===== src/rtl/mdio_pkg.sv =====
package mdio_pkg;
  localparam int DATA_W     = 16;
  localparam int ADDR_W     = 5;
  localparam int REG_LSB    = 16;
  localparam int PHY_LSB    = 21;
  localparam int RD_BIT     = 27;
  localparam int EN_BIT     = 30;
  localparam int BUSY_BIT   = 31;
  localparam int FRAME_LEN  = 64;
  localparam int TA_POS     = 46;
  localparam int DATA_POS   = 48;
  localparam int CNT_W      = $clog2(FRAME_LEN + 1);

  typedef struct packed {
    logic [ADDR_W-1:0] phy;
    logic [ADDR_W-1:0] regi;
    logic              rd;
    logic [DATA_W-1:0] data;
  } mdio_cmd_t;
endpackage


===== src/rtl/mdio_clk_div.sv =====
module mdio_clk_div #(
  parameter int CLK_DIV = 8
) (
  input  logic clk_i,
  input  logic rst_ni,
  input  logic run_i,
  output logic mdc_o,
  output logic rise_o,
  output logic fall_o
);
  localparam int HALF = CLK_DIV / 2;
  localparam int CW   = (HALF > 1) ? $clog2(HALF) : 1;
  localparam logic [CW-1:0] LAST = CW'(HALF - 1);

  logic [CW-1:0] cnt_q;
  logic          mdc_q;
  logic          tick;

  assign tick   = run_i && (cnt_q == LAST);
  assign rise_o = tick && !mdc_q;
  assign fall_o = tick && mdc_q;
  assign mdc_o  = mdc_q;

  always_ff @(posedge clk_i or negedge rst_ni) begin
    if (!rst_ni) begin
      cnt_q <= '0;
      mdc_q <= 1'b0;
    end else if (!run_i) begin
      cnt_q <= '0;
      mdc_q <= 1'b0;
    end else if (tick) begin
      cnt_q <= '0;
      mdc_q <= !mdc_q;
    end else begin
      cnt_q <= cnt_q + 1'b1;
    end
  end

  initial begin
    assert (CLK_DIV >= 2 && CLK_DIV % 2 == 0)
      else $error("CLK_DIV must be even and at least 2");
  end
endmodule


===== src/rtl/mdio_shifter.sv =====
module mdio_shifter
  import mdio_pkg::*;
(
  input  logic              clk_i,
  input  logic              rst_ni,
  input  logic              start_i,
  input  mdio_cmd_t         cmd_i,
  input  logic              rise_i,
  input  logic              fall_i,
  input  logic              mdio_i,
  output logic              active_o,
  output logic              done_o,
  output logic              mdio_o,
  output logic              mdio_oe_o,
  output logic [DATA_W-1:0] rd_data_o
);
  logic [FRAME_LEN-1:0] frame_q;
  logic [FRAME_LEN-1:0] frame_d;
  logic [CNT_W-1:0]     bit_cnt_q;
  logic                 active_q;
  logic                 oe_q;
  logic                 rd_q;
  logic [DATA_W-1:0]    rd_sh_q;

  // preamble, start, opcode, addresses, turnaround, data
  assign frame_d = {32'hFFFF_FFFF, 2'b01, cmd_i.rd ? 2'b10 : 2'b01,
                    cmd_i.phy, cmd_i.regi, 2'b10,
                    cmd_i.rd ? {DATA_W{1'b1}} : cmd_i.data};

  assign done_o    = active_q && fall_i && (bit_cnt_q == CNT_W'(FRAME_LEN));
  assign active_o  = active_q;
  assign mdio_o    = active_q ? frame_q[FRAME_LEN-1] : 1'b1;
  assign mdio_oe_o = oe_q;
  assign rd_data_o = rd_sh_q;

  always_ff @(posedge clk_i or negedge rst_ni) begin
    if (!rst_ni) begin
      frame_q   <= '0;
      bit_cnt_q <= '0;
      active_q  <= 1'b0;
      oe_q      <= 1'b0;
      rd_q      <= 1'b0;
      rd_sh_q   <= '0;
    end else if (start_i) begin
      frame_q   <= frame_d;
      bit_cnt_q <= '0;
      active_q  <= 1'b1;
      oe_q      <= 1'b1;
      rd_q      <= cmd_i.rd;
      rd_sh_q   <= '0;
    end else if (active_q) begin
      if (rise_i) begin
        if (rd_q && bit_cnt_q >= CNT_W'(DATA_POS))
          rd_sh_q <= {rd_sh_q[DATA_W-2:0], mdio_i};
        bit_cnt_q <= bit_cnt_q + 1'b1;
      end
      if (fall_i) begin
        if (done_o) begin
          active_q <= 1'b0;
          oe_q     <= 1'b0;
        end else begin
          frame_q <= frame_q << 1;
          oe_q    <= !(rd_q && bit_cnt_q >= CNT_W'(TA_POS));
        end
      end
    end
  end

  assert_mdio_on_fall_R8: assert property (@(posedge clk_i) disable iff (!rst_ni)
    active_q && $past(active_q) && !$stable(mdio_o) |-> $past(fall_i));

  assert_read_release_R5: assert property (@(posedge clk_i) disable iff (!rst_ni)
    active_q && rd_q && bit_cnt_q >= CNT_W'(TA_POS + 1) |-> !mdio_oe_o);
endmodule


===== src/rtl/mdio_master.sv =====
module mdio_master
  import mdio_pkg::*;
#(
  parameter int CLK_DIV  = 8,
  parameter int NUM_PHYS = 5
) (
  input  logic        clk_i,
  input  logic        rst_ni,
  input  logic        reg_wr_i,
  input  logic [31:0] reg_wdata_i,
  output logic [31:0] reg_rdata_o,
  output logic        mdc_o,
  output logic        mdio_o,
  output logic        mdio_oe_o,
  input  logic        mdio_i
);
  localparam logic [ADDR_W:0] PHY_LIMIT = (ADDR_W+1)'(NUM_PHYS);

  logic [DATA_W-1:0] data_q;
  logic [ADDR_W-1:0] reg_q;
  logic [ADDR_W-1:0] phy_q;
  logic              rd_q;
  logic              en_q;
  logic              busy_q;

  mdio_cmd_t         wcmd;
  logic              wr_ok;
  logic              start;
  logic              run;
  logic              rise;
  logic              fall;
  logic              done;
  logic [DATA_W-1:0] rd_data;

  assign wcmd.phy  = reg_wdata_i[PHY_LSB +: ADDR_W];
  assign wcmd.regi = reg_wdata_i[REG_LSB +: ADDR_W];
  assign wcmd.rd   = reg_wdata_i[RD_BIT];
  assign wcmd.data = reg_wdata_i[DATA_W-1:0];

  assign wr_ok = reg_wr_i && !busy_q;
  assign start = wr_ok && reg_wdata_i[BUSY_BIT] && reg_wdata_i[EN_BIT]
                 && ({1'b0, wcmd.phy} < PHY_LIMIT);

  always_ff @(posedge clk_i or negedge rst_ni) begin
    if (!rst_ni) begin
      data_q <= '0;
      reg_q  <= '0;
      phy_q  <= '0;
      rd_q   <= 1'b0;
      en_q   <= 1'b0;
      busy_q <= 1'b0;
    end else if (wr_ok) begin
      data_q <= wcmd.data;
      reg_q  <= wcmd.regi;
      phy_q  <= wcmd.phy;
      rd_q   <= wcmd.rd;
      en_q   <= reg_wdata_i[EN_BIT];
      busy_q <= start;
    end else if (done) begin
      busy_q <= 1'b0;
      if (rd_q) data_q <= rd_data;
    end
  end

  assign reg_rdata_o = {busy_q, en_q, 2'b00, rd_q, 1'b0, phy_q, reg_q, data_q};

  mdio_clk_div #(.CLK_DIV(CLK_DIV)) u_clk_div (
    .clk_i  (clk_i),
    .rst_ni (rst_ni),
    .run_i  (run),
    .mdc_o  (mdc_o),
    .rise_o (rise),
    .fall_o (fall)
  );

  mdio_shifter u_shifter (
    .clk_i     (clk_i),
    .rst_ni    (rst_ni),
    .start_i   (start),
    .cmd_i     (wcmd),
    .rise_i    (rise),
    .fall_i    (fall),
    .mdio_i    (mdio_i),
    .active_o  (run),
    .done_o    (done),
    .mdio_o    (mdio_o),
    .mdio_oe_o (mdio_oe_o),
    .rd_data_o (rd_data)
  );

  assert_busy_clears_R7: assert property (@(posedge clk_i) disable iff (!rst_ni)
    done |=> !busy_q);

  assert_busy_frozen_R9: assert property (@(posedge clk_i) disable iff (!rst_ni)
    busy_q && !done |=> busy_q && $stable({phy_q, reg_q, rd_q, en_q, data_q}));

  assert_no_start_disabled_R10: assert property (@(posedge clk_i) disable iff (!rst_ni)
    !busy_q && reg_wr_i && !reg_wdata_i[EN_BIT] |=> !busy_q);

  assert_no_start_bad_phy_R11: assert property (@(posedge clk_i) disable iff (!rst_ni)
    !busy_q && reg_wr_i && ({1'b0, reg_wdata_i[PHY_LSB +: ADDR_W]} >= PHY_LIMIT) |=> !busy_q);

  assert_mdc_idle_R8: assert property (@(posedge clk_i) disable iff (!rst_ni)
    !busy_q |-> !mdc_o);
endmodule


===== config.mk =====
export PLATFORM = sky130hd
export DESIGN_NAME = mdio_master
export DESIGN_NICKNAME = d
export VERILOG_FILES = /design/src/rtl/mdio_pkg.sv /design/src/rtl/mdio_clk_div.sv /design/src/rtl/mdio_shifter.sv /design/src/rtl/mdio_master.sv
export SDC_FILE = /design/constraint.sdc
export NUM_CORES = 1
export LEC_CHECK = 0
export BUFFER_PORTS_ARGS = -buffer_cell sky130_fd_sc_hd__buf_2
export CELL_PAD_IN_SITES_DETAIL_PLACEMENT = 0
export CELL_PAD_IN_SITES_GLOBAL_PLACEMENT = 1
export CORE_ASPECT_RATIO = 0.5
export CORE_MARGIN = 4
export CORE_UTILIZATION = 40
export CTS_CLUSTER_SIZE = 10
export DETAILED_ROUTE_END_ITERATION = 6
export GPL_ROUTABILITY_DRIVEN = 0
export PLACE_DENSITY = 0.79
export SLEW_MARGIN = 40
export SYNTH_ARGS = -nofsm -noshare
export SYNTH_HDL_FRONTEND = slang
export SYNTH_SLANG_ARGS = --single-unit

===== constraint.sdc =====
create_clock -name clk_i -period 1.98 [get_ports clk_i]
set_clock_uncertainty 0.05 [all_clocks]
set_input_delay 0.396 -clock clk_i [delete_from_list [all_inputs] [get_ports clk_i]]
set_output_delay 0.396 -clock clk_i [all_outputs]
set_load 0.01 [all_outputs]

==> flow_summary.toml, run 1 <==
[yosys]
synth-simple-area-share_pct = 22.3
seq_area_frac_synth_pct = 57.3
synth.avg_cell_area_um2 = 9.84
synth_xor_area_share_pct = 0.821
synthFlopType = "dfrtp_1"
ys_types = 43
synthAdderAreaFrac_pct = 0.704
syn_inst = 542
muxShareOfSynthArea_pct = 3.38
synth_compound_area_share_pct = 10.6
synth_top_family_by_area = "simple AND/OR/NAND/NOR gates"
ys_ff_latch = 122
synth_edf_count = 0
ys_warn_count = 0
synthArstFlopShare_pct = 100
synth_area_mm2 = 0.00533

[setup_path]
arrival_ns = 2.16
crit_end = "data_q[15]"
r2r-start = "u_shifter.bit_cnt_q[3]"
critPathCaptureType = "register"
cp.required_ns = 2.22
r2r_slack_ns = 0.06
cp-startpoint = "u_shifter.bit_cnt_q[3]"
critPathKind = "register to register"
crit_fanout = 8
reg2reg_depth = 5
r2r_end = "data_q[15]"
critPathLaunchType = "register"

[clock_tree]
numCtsBuffers = 17
clk_pin_slew_ns = 0.05
clockRootBuffer = "clkbuf_16"
cts.htree.levels = 4
cts_tree = "built"
numClockSinks = 122
clkLatencyLatePin_ns = 0.41
clockBufferDepth = 2

[finish]
drive_gt1_share_pct = 22.1
n_antenna_cell = 0
mostFrequentLayoutCells = "nand2_1 (142), dfrtp_1 (122), buf_2 (63)"
mostFrequentLayoutCell = "nand2_1"
fillers = 1181
post-route-util_pct = 50.9
nNetsFinal = 653
syn2layout_area_growth_pct = 22.6

[sta]
rsz0062_at_grt = "false"
hold_viol = 0
post-route-period-util_pct = 96.7
fin_crit_ns = 1.92
timing.fmax_ghz = 0.522
finalSetupViolCount = 0
maxSlewViolCount = 0
setup_tns_ns = 0

[status]
status = "completed"

[floorplan]
pin_count = 71
core_mm2 = 0.0128
die_area_mm2 = 0.0154
rows = 29
start_util_pct = 41.5
die_w_um = 171
dieHeight_um = 89.6

[detailed_routing]
remaining_drc_errors = 0
routedWlPerCell_um = 15.0
viasPerCell = 5.06
vias = 4023
dr.pass1.iters = 4
drt_wl_total_um = 11900
drt_iter0_drc = 239
detail-route-antenna-nets = 0

[placement]
io_buffers = 64
place_hpwl_um = 7450

[global_routing]
antenna_found_initial = 0
globalRoute.totalOverflow = 0
grt_pass1_wl_um = 20000
grt_pass1_vias = 4012
grt_usage_pct = 16.6
grt_max_degree = 59

[power_and_ir_drop]
ir_drop_mv = 0.575
p_leak_nw = 3.11
powerDensity_mw_per_mm2 = 1260

[hold_path]
hold_path_class = "primary input to register"

[flow_run]
maxCapViolations = 0
==> power by group <==
| group | switching, mW | total, mW | leakage [nW] | internal [mW] |
|---|---|---|---|---|
| combinational | 0.866 | 1.66 | 1.55 | 0.798 |
| clock | 1.07 | 2.88 | 0.265 | 1.80 |
| sequential | 0.476 | 3.69 | 1.29 | 3.21 |
| total | 2.42 | 8.23 | 3.11 | 5.82 |
==> repair_timing <==
item / CTS / global route
endpoints found under the setup margin: 0 / 32
resized for setup: 0 / 2
hold buffers: 1 / 0
endpoints found under the hold margin: 27 / 0
buffers inserted: 0 / 1
==> synth_stat cells, types with 2 or more instances <==
cell type,instances,area (um^2)
and3_1,2,12.5
buf_4,7,52.6
buf_6,6,67.6
a21o_1,3,22.5
xor2_1,2,17.5
or3_2,2,15.0
xnor2_1,3,26.3
inv_1,3,11.3
nand2_1,142,533
nand3_1,37,185
nor3_1,18,90.1
nor2_1,31,116
o221a_2,6,67.6
a21oi_1,54,270
buf_2,12,60.1
o221a_1,10,113
nand2b_1,18,113
dfrtp_1,122,3050
o21ai_0,5,25.0
clkbuf_1,14,52.6
ha_1,3,37.5
and3b_1,2,17.5
buf_1,3,11.3
mux2i_1,18,180
==> stage by stage <==
step	area (um^2)	hold WS [ns]	setup slack [ns]	total power, mW	instances
final	6540	0.144	0.0644	8.23	795
after global routing	6540	0.137	0.00444	8.76	795
after CTS	6490	0.126	0.0311	8.31	793
after detailed placement	5940	0.319	0.0481	5.38	762
after global placement	5940	0.313	0.0778	5.30	762
after floorplan	5340	0.0504	0.0954	4.70	544
==> logic make-up (layout without fill, tap and decap cells) <==
family,count (synthesis),after routing
multiplexers,18,18
adder cells (fa/ha/maj),3,3
XOR/XNOR,5,5
other,1,3
flip-flops,122,122
AO/OA/AOI/OAI,84,84
buffers and inverters,46,126
AND/OR/NAND/NOR,263,264
==> worst min-delay path by stage <==
stage                               start        to  cells after the start
after global placement             rst_ni  reg_q[0]                      1
after global routing      reg_wdata_i[17]  reg_q[1]                      3
after floorplan                    rst_ni    busy_q                      0
final                     reg_wdata_i[17]  reg_q[1]                      3
after detailed placement           rst_ni  reg_q[0]                      1
after CTS                 reg_wdata_i[25]  phy_q[4]                      3
==> layout make-up <==
class | count | area, um^2 | area share [%]
sequential | 122 | 3050 | 46.7
multi-input combinational | 377 | 2060 | 31.5
timing repair buffer | 93 | 656 | 10.0
clock buffer | 23 | 478 | 7.31
tap | 170 | 213 | 3.25
clock inverter | 7 | 68.8 | 1.05
inverter | 3 | 11.3 | 0.172
==> routing by layer <==
layer	vias to the layer above	track usage (%)	wire length, um
met5	-	0	0
met4	0	6.76	105
met3	6	4.50	446
met2	75	24.9	5430
met1	1976	23.1	5920
li1	1966	-	-
==> worst max-delay path: stages (launching register included) <==
cell     delay (ns)
dfrtp_1        0.38
or4_4          0.60
nor3_4         0.17
buf_12         0.15
nand3_4        0.14
o221a_2        0.32
==> state kept, by name (all words and copies together), names as in the netlist <==
| signal | flops |
|---|---|
| u_shifter.frame_q | 64 |
| data_q | 16 |
| u_shifter.rd_data_o | 16 |
| u_shifter.bit_cnt_q | 7 |
| phy_q | 5 |
| reg_q | 5 |
| u_clk_div.cnt_q | 2 |
| busy_q | 1 |
| en_q | 1 |
| rd_q | 1 |
| u_clk_div.mdc_o | 1 |
| u_shifter.active_o | 1 |
| u_shifter.mdio_oe_o | 1 |
| u_shifter.rd_q | 1 |
(Power assumes the default switching activity.)
==> inputs of run 2 (changes only) <==
CELL_PAD_IN_SITES_DETAIL_PLACEMENT = default   (was 0)
CELL_PAD_IN_SITES_GLOBAL_PLACEMENT = default   (was 1)
CORE_UTILIZATION = 45   (was 40)
PLACE_DENSITY = 0.71   (was 0.79)
==> run 2 against run 1 <==
Sequential cell count unchanged. Utilization increased by 6.8 points. Non-clock buffer count decreased by 9. Count of clock-buffer cells in the layout increased by 1. Total power increased by 4.7%. Critical path depth decreased by 1. Final area decreased by 0.50%. Final cell count decreased by 2.5%. Clock power increased by 14%. Register-to-register slack got worse by 0.02 ns. Critical path type unchanged. Critical endpoint unchanged. Largest power group unchanged. Highest routed layer unchanged.
==> flow_summary.toml, run 2 (synthesis gave the netlist of run 1 again) <==
[floorplan]
die_area_mm2 = 0.0138
start_util_pct = 47.2
die_w_um = 162
pin_count = 71
dieHeight_um = 85.0
core_mm2 = 0.0113
rows = 27

[setup_path]
reg2reg_depth = 4
critPathKind = "register to register"
critPathLaunchType = "register"
arrival_ns = 2.18
crit_fanout = 16
cp.required_ns = 2.22
critPathCaptureType = "register"

[detailed_routing]
viasPerCell = 5.24
detail-route-antenna-nets = 0
vias = 4061
routedWlPerCell_um = 15.1
drt_wl_total_um = 11700
remaining_drc_errors = 0
drt_iter0_drc = 352
dr.pass1.iters = 5

[finish]
drive_gt1_share_pct = 20.9
largest-register = "u_shifter.frame_q"
mostFrequentLayoutCell = "nand2_1"
mostFrequentLayoutCells = "nand2_1 (142), dfrtp_1 (122), buf_2 (63)"
finalNonFillerCells = 775
syn2layout_area_growth_pct = 22.0
largest_reg_flops = 64
nNetsFinal = 643
n_antenna_cell = 0

[power_and_ir_drop]
p_leak_nw = 3.10
ir_drop_mv = 0.616
power_mw = 8.62
powerDensity_mw_per_mm2 = 1320

[sta]
maxSlewViolCount = 0
holdWs_ns = 0.145
hold_viol = 0
post-route-period-util_pct = 98.0
finalSetupViolCount = 0
setup_tns_ns = 0
worst_slack_ns = 0.0405
rsz0062_at_grt = "true"
timing.fmax_ghz = 0.516
fin_crit_ns = 1.94

[hold_path]
whs_path_depth = 3
hold_path_class = "primary input to register"

[clock_tree]
numClockSinks = 122
clk_pin_slew_ns = 0.05
cts_setup_buffers = 0
cts_tree = "built"
clockBufferDepth = 2
cts.htree.levels = 4
clkLatencyLatePin_ns = 0.41
numCtsBuffers = 17
clockRootBuffer = "clkbuf_16"

[placement]
pre_cts_ws_ns = 0.0632
io_buffers = 64
place_hpwl_um = 7210
place_inst = 743

[status]
status = "completed"

[global_routing]
grt_usage_pct = 18.1
antenna_found_initial = 0
grt_pass1_vias = 4137
grt_pass1_wl_um = 20000
globalRoute.totalOverflow = 0
grt_max_degree = 64

[flow_run]
maxCapViolations = 0
run 2: cell count changes in the layout (fill, tap and decap cells not counted):
cell and change:
clkinvlp_4 -1, buf_12 -2, bufinv_16 +3, nand3_4 -1, o221a_2 -1, clkbuf_8 +1, o221a_4 +1, buf_4 -7
clkinv_4 -1, clkinv_2 -1
run 2: critical path: stages, from the launching register on:
cell	delay [ns]
dfrtp_1	0.38
or4_4	0.60
nor3_4	0.24
nand3_4	0.23
o221a_2	0.33
run 2: layout make-up:
| type | count | area, um^2 |
|---|---|---|
| clock buffers | 24 | 492 |
| fillers | 952 | 4780 |
| multi-input cells | 376 | 2050 |
| flip-flops and latches | 122 | 3050 |
| repair buffers | 84 | 563 |
| well taps | 159 | 199 |
| inverters | 3 | 11.3 |
| clock inverters | 7 | 138 |
run 2: worst paths after layout:
| path | startpoint | end | slack (ns) |
|---|---|---|---|
| setup / recovery | u_shifter.bit_cnt_q[3] | data_q[15] | 0.04 |
| hold / removal | reg_wdata_i[18] | reg_q[2] | 0.14 |
| setup reg to reg | u_shifter.bit_cnt_q[3] | data_q[15] | 0.04 |
| hold reg to reg | u_clk_div.cnt_q[0] | u_clk_div.cnt_q[0] | 0.40 |
| max in group asynchronous | rst_ni | u_shifter.rd_data_o[8] | 1.00 |
| min in group asynchronous | rst_ni | reg_q[1] | 0.36 |
run 2: through the flow:
| stage | instance area [um^2] | util (%) |
|---|---|---|
| final | 6510 | 57.7 |
| after global routing | 6510 | 57.7 |
| after global placement | 5850 | 51.9 |
| after CTS | 6490 | 57.5 |
| after floorplan | 5340 | - |
| after detailed placement | 5850 | 51.9 |
run 2: layer usage:
metal | global-route usage, % | part of all wire, % | wire (um)
met5 | 0 | 0 | 0
met4 | 7.14 | 1.6 | 187
met3 | 4.37 | 3.7 | 429
met2 | 29.2 | 49 | 5710
met1 | 23.9 | 46 | 5390
run 2: repair_timing:
action | CTS | global route
gates resized for setup | 0 | 2
hold buffers | 1 | 0
endpoints found under the setup margin | 0 | 23
hold endpoints to repair | 13 | 0
run 2: power breakdown:
group / internal [mW] / leakage (nW) / total [mW] / switching (mW)
Clock: 2.23 / 0.306 / 3.29 / 1.06
Sequential: 3.21 / 1.29 / 3.72 / 0.508
Combinational: 0.763 / 1.50 / 1.61 / 0.850
Total: 6.21 / 3.10 / 8.62 / 2.41
==> inputs of run 3 (changes only) <==
CELL_PAD_IN_SITES_DETAIL_PLACEMENT = 2   (was default)
CELL_PAD_IN_SITES_GLOBAL_PLACEMENT = 2   (was default)
CORE_UTILIZATION = 33   (was 45)
PLACE_DENSITY = 0.8   (was 0.71)
==> run 3 against run 2 <==
The run now ends with setup timing left. Sequential cell count is the same. Global-route usage grew 1.9 points. Count of clock-buffer cells in the layout shrank 4. Worst hold slack lost 0.015 ns. Die area grew 34%. Combinational power grew 23%. Critical path type unchanged. Critical endpoint is now data_q[10]. Largest cell class unchanged. Highest routed layer is now met5.
==> flow_summary.toml, run 3 (synthesis gave the netlist of run 1 again) <==
[clock_tree]
cts.htree.levels = 4
clockBufferDepth = 2
numCtsBuffers = 17
clkLatencyLatePin_ns = 0.42
clk_pin_slew_ns = 0.06
cts_tree = "built"
clockRootBuffer = "clkbuf_16"
numClockSinks = 122

[global_routing]
grt_pass1_vias = 5058
grt_usage_pct = 20.1
antenna_found_initial = 1
grt_pass1_wl_um = 29000
grt_max_degree = 60
globalRoute.totalOverflow = 0

[finish]
syn2layout_area_growth_pct = 25.9
mostFrequentLayoutCell = "nand2_1"
fillers = 1655
multi_input_area_mm2 = 0.00211
largest-register = "u_shifter.frame_q"
mostFrequentLayoutCells = "nand2_1 (141), dfrtp_1 (122), buf_2 (63)"
nNetsFinal = 653
drive_gt1_share_pct = 23.4
largest_reg_flops = 64
n_antenna_cell = 0
register_area_mm2 = 0.00305

[floorplan]
start_util_pct = 34.1
dieHeight_um = 97.9
rows = 32
die_area_mm2 = 0.0184
core_mm2 = 0.0156
pin_count = 71
die_w_um = 188

[setup_path]
arrival_ns = 2.34
crit_end = "data_q[10]"
critPathCaptureType = "register"
critPathKind = "register to register"
reg2reg_depth = 6
cp-startpoint = "u_shifter.bit_cnt_q[5]"
r2r_end = "data_q[10]"
r2r_slack_ns = -0.06
cp.required_ns = 2.28
crit_fanout = 8
r2r-start = "u_shifter.bit_cnt_q[5]"
critPathLaunchType = "register"

[power_and_ir_drop]
power_mw = 9.07
ir_drop_mv = 0.549
powerDensity_mw_per_mm2 = 1350
p_leak_nw = 3.15

[detailed_routing]
dr.pass1.iters = 4
detail-route-antenna-nets = 0
vias = 4411
remaining_drc_errors = 0
drt_iter0_drc = 236
viasPerCell = 5.31
drt_wl_total_um = 18400
routedWlPerCell_um = 22.2

[flow_run]
maxCapViolations = 0

[placement]
io_buffers = 64
place_hpwl_um = 9940
pre_cts_ws_ns = 0.0456

[sta]
maxSlewViolCount = 0
fin_crit_ns = 2.04
post-route-period-util_pct = 103
finalSetupViolCount = 16
timing.fmax_ghz = 0.490
worst_slack_ns = -0.0613
rsz0062_at_grt = "true"
hold_viol = 0

[status]
status = "finished, violations left"
violations = "setup timing"

[hold_path]
hold_path_class = "primary input to register"
## run 3: cell count changes in the layout (fill, tap and decap cells not counted), moves of 2 or more
cell        previous run  this run
buf_6                  0         3
clkbuf_1               3         1
clkbuf_8               4         2
buf_4                 13        16
o221a_4                1         3
o221a_2                5         3
a21oi_1               54        50
a21oi_2                0         4
buf_12                 7         9
clkinv_4               0         5
clkinvlp_4             1         3
clkinv_2               2         0
## run 3: repair_timing
action | in CTS | in global routing
endpoints found under the hold margin | 22 | 0
gates resized for setup | 0 | 13
hold buffers | 1 | 0
pin swaps | 0 | 12
buffers inserted | 0 | 2
gates cloned | 0 | 2
endpoints found under the setup margin | 1 | 25
## run 3: report_power, final
group	switching, mW	leakage [nW]	internal, mW	total (mW)
clock network	1.24	0.293	2.06	3.30
registers	0.585	1.29	3.21	3.80
logic	1.13	1.56	0.844	1.98
total	2.95	3.15	6.12	9.07
## run 3: per-layer routing
| layer | vias up | GRT usage [%] | routed length (um) | part of all wire (%) |
|---|---|---|---|---|
| li1 | 1972 | - | - | - |
| met3 | 32 | 3.71 | 481 | 2.6 |
| met2 | 87 | 35.6 | 9620 | 52 |
| met5 | - | 0 | 7 | 0.038 |
| met4 | 2 | 8.12 | 385 | 2.1 |
| met1 | 2318 | 24.3 | 7930 | 43 |
## run 3: cell type report
cell class	instances	area share, %
Sequential cell	122	45.5
Multi-Input combinational cell	378	31.5
Timing Repair Buffer	92	9.82
Clock buffer	20	6.80
Tap cell	204	3.80
Clock inverter	12	2.46
Inverter	3	0.168
## run 3: critical path, cell delays in order (launching register included)
cell and delay, ns:
dfrtp_1 0.39, or4_4 0.60, nor3_4 0.25, buf_12 0.15
buf_6 0.12, a21o_4 0.19, o221a_1 0.22
## run 3: worst min path at each step
| stage | startpoint | end | depth (start not counted) |
|---|---|---|---|
| floorplan | rst_ni | busy_q | 0 |
| global placement | rst_ni | reg_q[0] | 1 |
| detailed placement | rst_ni | reg_q[0] | 1 |
| CTS | reg_wdata_i[16] | reg_q[0] | 3 |
| global route | reg_wdata_i[17] | reg_q[1] | 3 |
| finish | reg_wdata_i[16] | reg_q[0] | 3 |
## run 3: per-stage QoR
| step | instances | cell area [um^2] | util, % | hold WS [ns] | TNS (ns) |
|---|---|---|---|---|---|
| floorplan | 544 | 5340 | - | 0.0504 | 0 |
| global placement | 794 | 5970 | 38.2 | 0.285 | 0 |
| detailed placement | 794 | 5970 | 38.2 | 0.290 | 0 |
| CTS | 827 | 6600 | 42.3 | 0.120 | -0.000240 |
| global route | 831 | 6710 | 43.0 | 0.128 | -1.07 |
| finish | 831 | 6710 | 43.0 | 0.130 | -0.630 |
